<file path="src/rtl/seek_tracker.sv">
module seek_tracker #(
  parameter int DRIVES = 4,
  parameter int STEP_SCALE = 8000,
  parameter int RATE_W = 4,
  parameter int CYL_W = 8
) (
  input  logic              clk,
  input  logic              rst_n,
  input  logic              cmd_valid,
  input  logic [1:0]        cmd_op,
  input  logic [1:0]        cmd_drive,
  input  logic [CYL_W-1:0]  cmd_target,
  input  logic [RATE_W-1:0] step_rate,
  output logic [DRIVES-1:0] busy,
  output logic              rsp_valid,
  output logic              rsp_hit,
  output logic [7:0]        rsp_st0,
  output logic [CYL_W-1:0]  rsp_cyl
);
  localparam int CNT_W = $clog2(STEP_SCALE * ((1 << RATE_W) - 1) + 1) + 1;
  localparam logic [1:0] OP_SEEK = 2'd0, OP_RECAL = 2'd1, OP_SENSE = 2'd2, OP_ACCESS = 2'd3;
  localparam logic [1:0] PH_IDLE = 2'd0, PH_MOVE = 2'd1, PH_DONE = 2'd2;

  logic [1:0]       ph  [DRIVES];
  logic [CYL_W-1:0] cyl [DRIVES];
  logic [CYL_W-1:0] tgt [DRIVES];
  logic [CNT_W-1:0] cnt [DRIVES];
  logic [DRIVES-1:0] pend, sel;
  logic [CNT_W-1:0] period;
  logic [1:0] sel_idx;

  wire sense  = cmd_valid && cmd_op == OP_SENSE;
  wire access = cmd_valid && cmd_op == OP_ACCESS;
  wire start  = cmd_valid && (cmd_op == OP_SEEK || cmd_op == OP_RECAL);

  assign period = CNT_W'(STEP_SCALE) * CNT_W'(step_rate);

  always_comb begin
    sel = '0;
    sel_idx = '0;
    for (int i = DRIVES - 1; i >= 0; i--)
      if (pend[i]) begin
        sel = '0;
        sel[i] = 1'b1;
        sel_idx = 2'(i);
      end
  end

  for (genvar i = 0; i < DRIVES; i++) begin : g_drv
    assign pend[i] = ph[i] == PH_DONE;
    assign busy[i] = ph[i] != PH_IDLE;

    always_ff @(posedge clk) begin
      if (!rst_n) begin
        ph[i] <= PH_IDLE;
        cyl[i] <= '0;
        tgt[i] <= '0;
        cnt[i] <= '0;
      end else if (start && cmd_drive == 2'(i)) begin
        ph[i] <= PH_MOVE;
        tgt[i] <= (cmd_op == OP_RECAL) ? '0 : cmd_target;
        cnt[i] <= period;
      end else if (access && ph[i] == PH_MOVE) begin
        ph[i] <= PH_IDLE;
      end else if (sense && sel[i]) begin
        ph[i] <= PH_IDLE;
      end else if (ph[i] == PH_MOVE) begin
        if (cnt[i] != '0) cnt[i] <= cnt[i] - 1'b1;
        else if (cyl[i] == tgt[i]) ph[i] <= PH_DONE;
        else begin
          cyl[i] <= (cyl[i] < tgt[i]) ? cyl[i] + 1'b1 : cyl[i] - 1'b1;
          cnt[i] <= period;
        end
      end
    end

    assert_start_sets_busy_R2: assert property (@(posedge clk) disable iff (!rst_n)
      (start && cmd_drive == 2'(i)) |=> busy[i]);
    assert_access_cancels_R5: assert property (@(posedge clk) disable iff (!rst_n)
      access |=> ph[i] != PH_MOVE);
    assert_single_step_R3: assert property (@(posedge clk) disable iff (!rst_n)
      ph[i] == PH_MOVE |=> (cyl[i] == $past(cyl[i]) || cyl[i] == $past(cyl[i]) + 1'b1
                            || cyl[i] == $past(cyl[i]) - 1'b1));
  end

  always_ff @(posedge clk) begin
    if (!rst_n) begin
      rsp_valid <= 1'b0;
      rsp_hit <= 1'b0;
      rsp_st0 <= '0;
      rsp_cyl <= '0;
    end else begin
      rsp_valid <= sense;
      if (sense) begin
        rsp_hit <= |pend;
        rsp_st0 <= (|pend) ? {6'b001000, sel_idx} : 8'h80;
        rsp_cyl <= (|pend) ? cyl[sel_idx] : '0;
      end
    end
  end

  assert_rsp_from_query_R6: assert property (@(posedge clk) disable iff (!rst_n)
    rsp_valid |-> $past(sense));
  assert_reported_released_R6: assert property (@(posedge clk) disable iff (!rst_n)
    (rsp_valid && rsp_hit) |-> !busy[rsp_st0[1:0]]);
  assert_miss_only_when_idle_R8: assert property (@(posedge clk) disable iff (!rst_n)
    (rsp_valid && !rsp_hit) |-> $past(pend) == '0);
  assert_hit_is_lowest_R7: assert property (@(posedge clk) disable iff (!rst_n)
    (rsp_valid && rsp_hit) |-> (($past(pend) & ((DRIVES'(1) << rsp_st0[1:0]) - 1'b1)) == '0));
endmodule

</file>
<file path="config.mk">
export PLATFORM = sky130hd
export DESIGN_NAME = seek_tracker
export DESIGN_NICKNAME = d
export VERILOG_FILES = /design/src/rtl/seek_tracker.sv
export SDC_FILE = /design/constraint.sdc
export NUM_CORES = 1
export LEC_CHECK = 0
export ABC_AREA = 1
export ABC_CLOCK_PERIOD_IN_PS = 5100
export CORE_ASPECT_RATIO = 0.7
export CORE_UTILIZATION = 30
export CTS_CLUSTER_SIZE = 12
export DETAILED_ROUTE_END_ITERATION = 16
export PLACE_DENSITY_LB_ADDON = 0.15
export SLEW_MARGIN = 20
export SYNTH_ARGS = -nofsm -noshare
export SYNTH_HDL_FRONTEND = slang
export SYNTH_SLANG_ARGS = --single-unit
export TNS_END_PERCENT = 50
</file>
<file path="constraint.sdc">
create_clock -name clk -period 5.1 [get_ports clk]
set_clock_uncertainty 0.1 [all_clocks]
set_input_delay 0.765 -clock clk [delete_from_list [all_inputs] [get_ports clk]]
set_output_delay 0.765 -clock clk [all_outputs]
set_load 0.05 [all_outputs]
</file>
# ---- Yosys cells after proc, flatten, opt, wreduce, memory -nomap -nowiden
# Memory sizes are Yosys's and may differ from the RTL's.
# Index checks and enable logic that the tools add are counted.
dict set report word_totals {
  mem_bits_rw 144
  reg_bits 18
  mem_count 4
  word_cells 298
  out_inout_bits 22
  inputBits 19
}
# name words width rd rd_ports_with_merged_regs wr line
set mem_list {}
lappend mem_list {cnt 4 18 4 0 4 27} ;# logic [CNT_W-1:0] cnt [DRIVES];
lappend mem_list {cyl 4 8 5 0 4 25} ;# logic [CYL_W-1:0] cyl [DRIVES];
lappend mem_list {tgt 4 8 4 0 4 26} ;# logic [CYL_W-1:0] tgt [DRIVES];
lappend mem_list {ph 4 2 4 0 4 24} ;# logic [1:0] ph [DRIVES];
dict set report classes {
  n_addsub 12
  n_bitwise 36
  reduce_logical 27
  n_mux 192
  eq_ne 18
  n_lt_le_gt_ge 4
  mul 1
}
# cell n
set ops {}
lappend ops {{$mux W18} 12}
lappend ops {{$mux W1} 141}
lappend ops {{$mux W8} 15}
lappend ops {{$reduce_bool A18 Y1} 4}
lappend ops {{$sub A18 B1 Y18 const B} 4}
lappend ops {{$mux W2} 20}
lappend ops {{$or A1 B1 Y1} 36}
lappend ops {{$add A8 B1 Y8 const B} 4}
lappend ops {{$eq A8 B8 Y1} 4}
lappend ops {{$lt A8 B8 Y1} 4}
lappend ops {{$sub A8 B1 Y8 const B} 4}
lappend ops {{$eq A2 B2 Y1 const B} 8}
lappend ops {{$mux W4} 4}
lappend ops {{$logic_and A1 B1 Y1} 15}
lappend ops {{$eq A2 B1 Y1 const B} 6}
lappend ops {{$mul A7 B4 Y11 const A} 1}
lappend ops {{$reduce_bool A2 Y1} 4}
lappend ops {{$logic_not A2 Y1} 2}
lappend ops {{$reduce_or A4 Y1} 1}
lappend ops {{$logic_or A1 B1 Y1} 1}

# ---- Logic depth before layout (Yosys ltp)
# Gate-level depths: netlist of the first run.
# An unclocked memory read counts as a cell.
dict set report depth {
  word_depth 14
  depth_mapped 16
  ltp_nobuf 16
}

# ---- Worst setup path after synthesis of the first run
# OpenSTA, ideal clock, no wires.
dict set report synth_timing {
  path_kind {input to register}
  startpoint {in step_rate[1]}
  endpoint {mem cnt[2][14] (netlist bit) (data pin)}
  arrival_ns 2.975
  t_required_ns 4.751
  setup_slack_ns 1.777
  setup_ns 0.249
  path_stages 15
  path_buffers 0
  path_cell_list {fa_1 inv_1 fa_1 inv_1 ha_1 a21oi_1 nand2_1 nand3_1 nand2_1 nand2_1 nand2_1 nand2_1 nand2_1 nand2_1 inv_2}
}
# element line
set synth_lines {}
lappend synth_lines {{start: declaration} 13} ;# input logic [RATE_W-1:0] step_rate,
lappend synth_lines {{end: declaration} 27}

==> results.cfg, run 1 <==
[outcome]
outcome = finished clean

[synth]
synthCells = 1449
yosys_register_bits = 157
ys_warn_count = 0
synth.area.top_cells = edfxtp_1 38%, nand2_1 11%, ha_1 8.5%
synth-seq-area-share = 0.401
synth_area_um2 = 11400
synth_edf_count = 144
synth_top_area_cell = edfxtp_1
netlist.area_leader.share = 0.378
synthArstFlopShare = 0
yosysMostFrequentCell = nand2_1
ys_types = 44
syn_area_per_cell_um2 = 7.90
synth_common_cells = 348 x nand2_1, 210 x nor2_1, 167 x inv_1, 144 x edfxtp_1, 117 x nand3_1
synth_ff_type = edfxtp_1

[global_route]
grt_usage = 0.163
antenna_found_initial = 0
first_global_vias = 8951
overflow = 0
grt_pass1_wl_um = 49100
grt_max_degree = 22

[drt]
remaining_drc_errors = 0
wl_met3_um = 894
via_count = 9290
routedWlPerCell_um = 15.3
drt_wl_total_um = 30400
vias_per_cell = 4.68
antenna_left = 0
wl_met1_um = 16500
routed.top_layer = met4
dr_wl_met2_um = 12700
drt-pass1-iter-count = 5
drt-initial-drc-count = 553

[final_layout]
drive_above_1_share = 0.0876
fillCellCount = 3982
final_cell_count_no_fill = 1984
antennaDiodeCount = 0
area_growth_pct = 11.8
fin_nets = 1591
fin_area_um2 = 12800

[power]
pwr-share-clk = 0.350
p_leak_uw = 0.00571
p_int_uw = 2470
p_comb_frac = 0.222
power_density_nw_per_um2 = 285
power_frac_seq = 0.428
swShare = 0.321
ir_drop_mv = 0.244
switchingPower_uw = 1170

[worst_hold_path]
hold_path_class = flop to flop

[clock_network]
cts_root_buf = clkbuf_16
cts.sinks = 157
cts_hold_buf = 0
clk_pin_slew_ps = 60
cts_tree = done
ctsResizeCount = 0
htreeDepth = 4
post_cts_buffers = 0
cts_buffer_depth = 2
cts-buffers-inserted = 17
clk_latency_ps = 450

[critical_path]
critPathCaptureType = flop
required_ps = 5330
r2r_slack_ps = 1970
crit_end = cnt[2][13]
crit_path_start = step_rate[1]
r2r-end = cnt[2][17]
crit_fanout = 9
rr_worst_depth = 11
arrival_ps = 4100
cp-start-kind = primary input
rr_startpoint = cyl[2][0]
critPathKind = primary input to flop

[sta]
drv_slew = 0
max_freq_mhz = 258
tightest_slew_ps = 1030
setup_viol = 0
period_minus_slack_ps = 3880
slew-limit-headroom = 0.311
setup_tns_ps = 0
hold_viol = 0
min_period_over_period = 0.760
rsz0062_at_grt = no

[floorplan]
die_y_um = 165
ios = 41
core_um2 = 37400
row_count = 59
dieWidth_um = 235
die_area_um2 = 38900
start_util = 0.306

[placement]
dp.cells = 1952
place_area_um2 = 12200
io_buffers = 36
dpl.hpwl_um = 23300
gp_congestion = 0.818

[flow_run]
cap_violations = 0
-- power groups by stage --
stage | Clock (µW) | Sequential (µW) | Combinational, µW
after floorplan | 0 | 1570 | 596
after global placement | 0 | 1590 | 806
after detailed placement | 0 | 1590 | 809
after CTS | 1310 | 1560 | 814
after global routing | 1350 | 1570 | 924
final | 1270 | 1560 | 809
-- critical path, cell delays in order --
cell and delay, ps:
clkdlybuf4s50_1 600, fa_1 730, inv_1 90, fa_1 500, inv_1 40, ha_1 340
nand2_1 60, inv_1 60, nand2_1 50, nand2_1 70, xor2_1 440, nand2b_1 190
nand3_2 90, inv_2 60
-- metal layers --
layer | vias to the layer above | GRT usage
met5 | - | 0
met4 | 0 | 0.0348
met3 | 19 | 0.0303
met2 | 122 | 0.249
met1 | 4285 | 0.237
li1 | 4864 | -
-- worst min-delay path by stage --
stage	depth (start not counted)	start	to	slack (ps)
2_1_floorplan	1	cnt[1][0]	cnt[1][0]	450
3_3_place_gp	2	rsp_cyl[7]	rsp_cyl[7]	360
3_5_place_dp	2	rsp_cyl[4]	rsp_cyl[4]	360
4_1_cts	2	rsp_cyl[4]	rsp_cyl[4]	370
5_1_grt	2	rsp_cyl[5]	rsp_cyl[5]	400
6_report	2	rsp_cyl[4]	rsp_cyl[4]	370
-- area by class of cell --
class	instances	area (µm²)	share of cell area
Clock inverter	14	126	0.00987
Tap cell	488	611	0.0477
Clock buffer	18	429	0.0335
Multi-Input combinational cell	1084	5970	0.467
Inverter	184	692	0.0541
Sequential cell	157	4580	0.358
Timing Repair Buffer	39	383	0.0299
-- metrics by stage --
stage / hold slack, ps / worst slack, ps / power, µW / utilization
final: 369 / 1220 / 3640 / 0.343
after global routing: 404 / 1020 / 3850 / 0.343
after CTS: 368 / 1250 / 3680 / 0.343
after detailed placement: 358 / 779 / 2390 / 0.328
after global placement: 356 / 828 / 2390 / 0.328
after floorplan: 452 / 1780 / 2170 / -
-- kinds of logic (layout without fill, tap and decap cells) --
| kind of cell | after synthesis | count (layout) | share of synthesized area |
|---|---|---|---|
| compound gates | 158 | 158 | 0.0769 |
| xor+xnor | 35 | 35 | 0.0268 |
| fa+ha+maj | 89 | 89 | 0.105 |
| buf+inv | 211 | 255 | 0.0784 |
| flops | 157 | 157 | 0.401 |
| other cells | 1 | 4 | 0.000328 |
| simple gates | 798 | 798 | 0.312 |
-- placed cells by master (no fill, tap or decap), drive strengths merged --
master / instances
nand2: 373
nor2: 245
inv: 184
edfxtp: 144
nand3: 127
a21oi: 91
ha: 78
o21ai: 39
clkdlybuf4s50: 36
nand4: 24
xor2: 20
clkbuf: 18
xnor2: 15
dfxtp: 13
fa: 11
clkinv: 9
o21bai: 8
nand3b: 8
nor3: 7
a31oi: 6
or2: 5
o21a: 4
a21o: 4
nor3b: 4
conb: 4
nor4: 3
o221ai: 3
a31o: 3
clkinvlp: 3
buf: 3
bufinv: 2
nand2b: 1
or3: 1
-- registers in the layout, summed over array words and instances (netlist names) --
name and cells:
rsp_st0 4, rsp_valid 1, cnt 72, cyl 32, ph 8, rsp_cyl 8, tgt 32
Power figures use the tool's default switching activity.
==> inputs of run 2 (changes only) <==
- ABC_CLOCK_PERIOD_IN_PS: 5100 -> 3600
- clock period: 5.1 -> 3.6 ns (I/O delays scaled with it)
==> results.cfg, run 2 (synthesized netlist as in run 1, its figures left out) <==
[sta]
hold_viol = 0
min_period_over_period = 0.927
slew-limit-headroom = 0.539
period_minus_slack_ps = 3340
setup_viol = 0
drv_slew = 0
hold_ws_ps = 366
max_freq_mhz = 300
rsz0062_at_grt = no
tightest_slew_ps = 692
timing.final.ws_setup_ps = 262

[critical_path]
rr_startpoint = cyl[3][6]
critPathKind = primary input to flop
rr_worst_depth = 12
cp-start-kind = primary input
crit_fanout = 4
r2r_slack_ps = 620
critPathCaptureType = flop
r2r-end = cyl[3][7]
required_ps = 3700
arrival_ps = 3440

[final_layout]
top_regs = cnt x72, cyl x32, tgt x32
antennaDiodeCount = 0
largest_reg_flops = 72
drive_above_1_share = 0.0996
fin_nets = 1611
final_cell_mix = 348 x nand2_1, 210 x nor2_1, 167 x inv_1, 144 x edfxtp_1, 117 x nand3_1
largest-register = cnt
fin_area_um2 = 13000
fillCellCount = 3969
fin_util = 0.347
area_growth_pct = 13.3
layout_commonest_cell = nand2_1

[flow_run]
cap_violations = 0

[global_route]
use_met1 = 0.236
antenna_found_initial = 0
overflow = 0
use_met2 = 0.258
busiest_layer = met2
grt_max_degree = 20
grt_usage = 0.165
first_global_vias = 9243
met3_usage = 0.0309
grt_pass1_wl_um = 49800

[drt]
drt_wl_total_um = 30700
routedWlPerCell_um = 15.3
drt-pass1-iter-count = 5
via_count = 9450
drt-initial-drc-count = 565
vias_per_cell = 4.72
antenna_left = 0
remaining_drc_errors = 0

[power]
ir_drop_mv = 0.333
power_uw = 5230
p_leak_uw = 0.00581
power_density_nw_per_um2 = 404

[placement]
gp_congestion = 0.835
dp_slack_ps = -236
dpl.hpwl_um = 23600
io_buffers = 36
place_area_um2 = 12400

[clock_network]
clk_pin_slew_ps = 60
htreeDepth = 4
cts_buffer_depth = 2
cts_tree = done
post_cts_buffers = 0
ctsResizeCount = 0
clk_latency_ps = 450
cts_hold_buf = 0
cts.sinks = 157
cts-buffers-inserted = 17
cts_root_buf = clkbuf_16

[worst_hold_path]
hold_path_class = flop to flop
worst_hold_path.num_cells = 2
min_from = rsp_cyl[2]
min_to = rsp_cyl[2]

[floorplan]
die_y_um = 165
dieWidth_um = 235
start_util = 0.306
die_area_um2 = 38900
ios = 41
row_count = 59
core_um2 = 37400

[outcome]
outcome = finished clean
-- run 2: final cells by class --
type	instances	area, µm²	area share
clock inverter	8	93.8	0.00724
clock buffer	24	472	0.0364
inverter	184	692	0.0534
timing repair buffer	59	533	0.0411
multi-input combinational	1084	5980	0.461
tap	488	611	0.0471
sequential	157	4580	0.354
-- run 2: metrics by stage --
stage               setup TNS [ps]  instances
detailed placement           -2260       1972
global placement             -1810       1972
finish                           0       2004
global route                     0       2004
CTS                              0       2004
floorplan                        0       1452
-- run 2: critical path, cell delays in order --
cell and delay (ps):
clkdlybuf4s50_1 450, fa_1 610, inv_1 70, fa_1 500, inv_1 40, ha_1 330
a21oi_1 140, nand2_1 110, nand3_1 110, nand2_1 70, nand2_1 50, nand2_1 160
nand2_1 110, nand2_1 50, nand2_1 70, inv_2 30
-- run 2: power by group --
part | leakage, µW | internal [µW] | switching, µW
sequential | 0.00158 | 2110 | 96.2
clock | 0.000272 | 1050 | 781
combinational | 0.00395 | 421 | 772
total | 0.00581 | 3590 | 1650
-- run 2: how the worst max path moves through the flow --
stage | slack, ps | endpoint | from
6_report | 260 | cnt[2][14] | step_rate[1]
5_1_grt | 150 | cnt[2][14] | step_rate[1]
4_1_cts | 230 | cnt[2][13] | step_rate[1]
3_5_place_dp | -240 | cnt[1][13] | step_rate[1]
3_3_place_gp | -230 | cnt[2][13] | step_rate[1]
2_1_floorplan | 500 | cnt[2][14] | step_rate[1]
-- run 2: per-layer routing --
layer  part of all wire  wire, µm
met3              0.036      1110
met5                  0         0
met4             0.0093       284
met1               0.53     16300
met2               0.42     13000
==> inputs of run 3 (changes only) <==
- CORE_UTILIZATION: 30 -> 35
==> results.cfg, run 3 (synthesized netlist as in run 1, its figures left out) <==
[clock_network]
cts_hold_buf = 0
post_cts_buffers = 0
cts.sinks = 157
cts-buffers-inserted = 17
cts_tree = done
ctsResizeCount = 0
clk_latency_ps = 440
htreeDepth = 4
clk_pin_slew_ps = 70
cts_root_buf = clkbuf_16
cts_buffer_depth = 2

[floorplan]
row_count = 54
ios = 41
core_um2 = 31700
dieWidth_um = 218
die_y_um = 153
start_util = 0.361
die_area_um2 = 33400

[outcome]
outcome = finished clean

[drt]
drt-initial-drc-count = 680
routedWlPerCell_um = 15.2
wl_met3_um = 1270
routed.top_layer = met4
antenna_left = 0
vias_per_cell = 4.87
via_count = 9413
wl_met1_um = 15600
drt_wl_total_um = 29400
remaining_drc_errors = 0
dr_wl_met2_um = 12200
drt-pass1-iter-count = 5

[critical_path]
critPathCaptureType = flop
arrival_ps = 3410
crit_cells = 16
path_buf_inv = 4
crit_end = cnt[2][14]
crit_path_start = step_rate[1]
cp-start-kind = primary input
cp_common_cell = nand2_1
path_delay_family = adder cells
critPathKind = primary input to flop
critPathMaxStageDelay_ps = 580
required_ps = 3710
worstPathCellList = clkdlybuf4s50_1 > fa_1 > inv_1 > fa_1 > inv_1 > ha_1 > a21oi_1 > nand2_1 > nand3_1 > nand2_1 > nand2_1 > nand2_1 > nand2_1 > nand2_1 > nand2_1 > inv_2
rr_startpoint = cyl[3][5]
r2r_slack_ps = 560
r2r-end = cyl[3][7]
crit_slowest_cell = fa_1
crit_fanout = 4
rr_worst_depth = 12

[sta]
period_minus_slack_ps = 3300
min_period_over_period = 0.917
timing.final.ws_setup_ps = 297
hold_viol = 0
slew-limit-headroom = 0.627
hold_ws_ps = 382
max_freq_mhz = 303
rsz0062_at_grt = no
tightest_slew_ps = 558
drv_slew = 0
setup_viol = 0
setup_tns_ps = 0

[final_layout]
largest_reg_flops = 72
drive_above_1_share = 0.101
fin_nets = 1608
top_regs = cnt x72, cyl x32, tgt x32
antennaDiodeCount = 0
area_growth_pct = 12.3
final_cell_mix = 348 x nand2_1, 210 x nor2_1, 167 x inv_1, 144 x edfxtp_1, 117 x nand3_1
largest-register = cnt
layout_commonest_cell = nand2_1

[global_route]
grt_pass1_wl_um = 47000
overflow = 0
grt_max_degree = 22
first_global_vias = 8753
grt_usage = 0.181
antenna_found_initial = 0

[flow_run]
cap_violations = 0

[power]
power_density_nw_per_um2 = 401
power_uw = 5160
p_leak_uw = 0.00580
ir_drop_mv = 0.242

[worst_hold_path]
hold_path_class = flop to flop

[placement]
dpl.hpwl_um = 22600
io_buffers = 36
gp_congestion = 0.841
dp_slack_ps = -142
-- run 3: cell types whose count changed in the layout (fill, tap and decap cells not counted), sizes merged --
cell and delta:
buf -3, bufinv -2, clkbuf -5, clkinv +1
clkinvlp -1, inv +7
-- run 3: where the power goes --
part	switching [µW]	total, µW	internal (µW)	leakage (µW)
combinational	768	1180	410	0.00394
sequential	94.4	2210	2110	0.00158
clock	819	1770	954	0.000281
-- run 3: how the worst min path moves through the flow --
stage	start	cells past startpoint	end	slack, ps
final	rsp_cyl[7]	2	rsp_cyl[7]	380
after CTS	rsp_cyl[7]	2	rsp_cyl[7]	380
after detailed placement	rsp_cyl[7]	2	rsp_cyl[7]	370
after global placement	rsp_cyl[7]	2	rsp_cyl[7]	360
after global routing	rsp_cyl[7]	2	rsp_cyl[7]	410
after floorplan	cnt[1][0]	1	cnt[1][0]	450
-- run 3: cell type report --
| class | instances | area, µm² |
|---|---|---|
| fillers | 3287 | 18800 |
| multi-input cells | 1084 | 5970 |
| flip-flops and latches | 157 | 4580 |
| inverters | 184 | 692 |
| well taps | 420 | 526 |
| repair buffers | 56 | 510 |
| clock buffers | 19 | 464 |
| clock inverters | 13 | 100 |
-- run 3: through the flow --
| step | util | instance area (µm²) | std cells |
|---|---|---|---|
| 2_1_floorplan | - | 11500 | 1452 |
| 3_3_place_gp | 0.388 | 12300 | 1901 |
| 3_5_place_dp | 0.388 | 12300 | 1901 |
| 4_1_cts | 0.406 | 12800 | 1933 |
| 5_1_grt | 0.406 | 12800 | 1933 |
| 6_report | 0.406 | 12800 | 1933 |
-- run 3: metal layers --
layer,vias up,track usage
li1,4870,-
met1,4325,0.273
met2,186,0.259
met3,32,0.0318
met4,0,0.0526
met5,-,0
-- run 3: worst min-delay path: stages (launching register included) --
cell and delay, ps:
dfxtp_1 320, nand2_1 60, a21oi_1 60
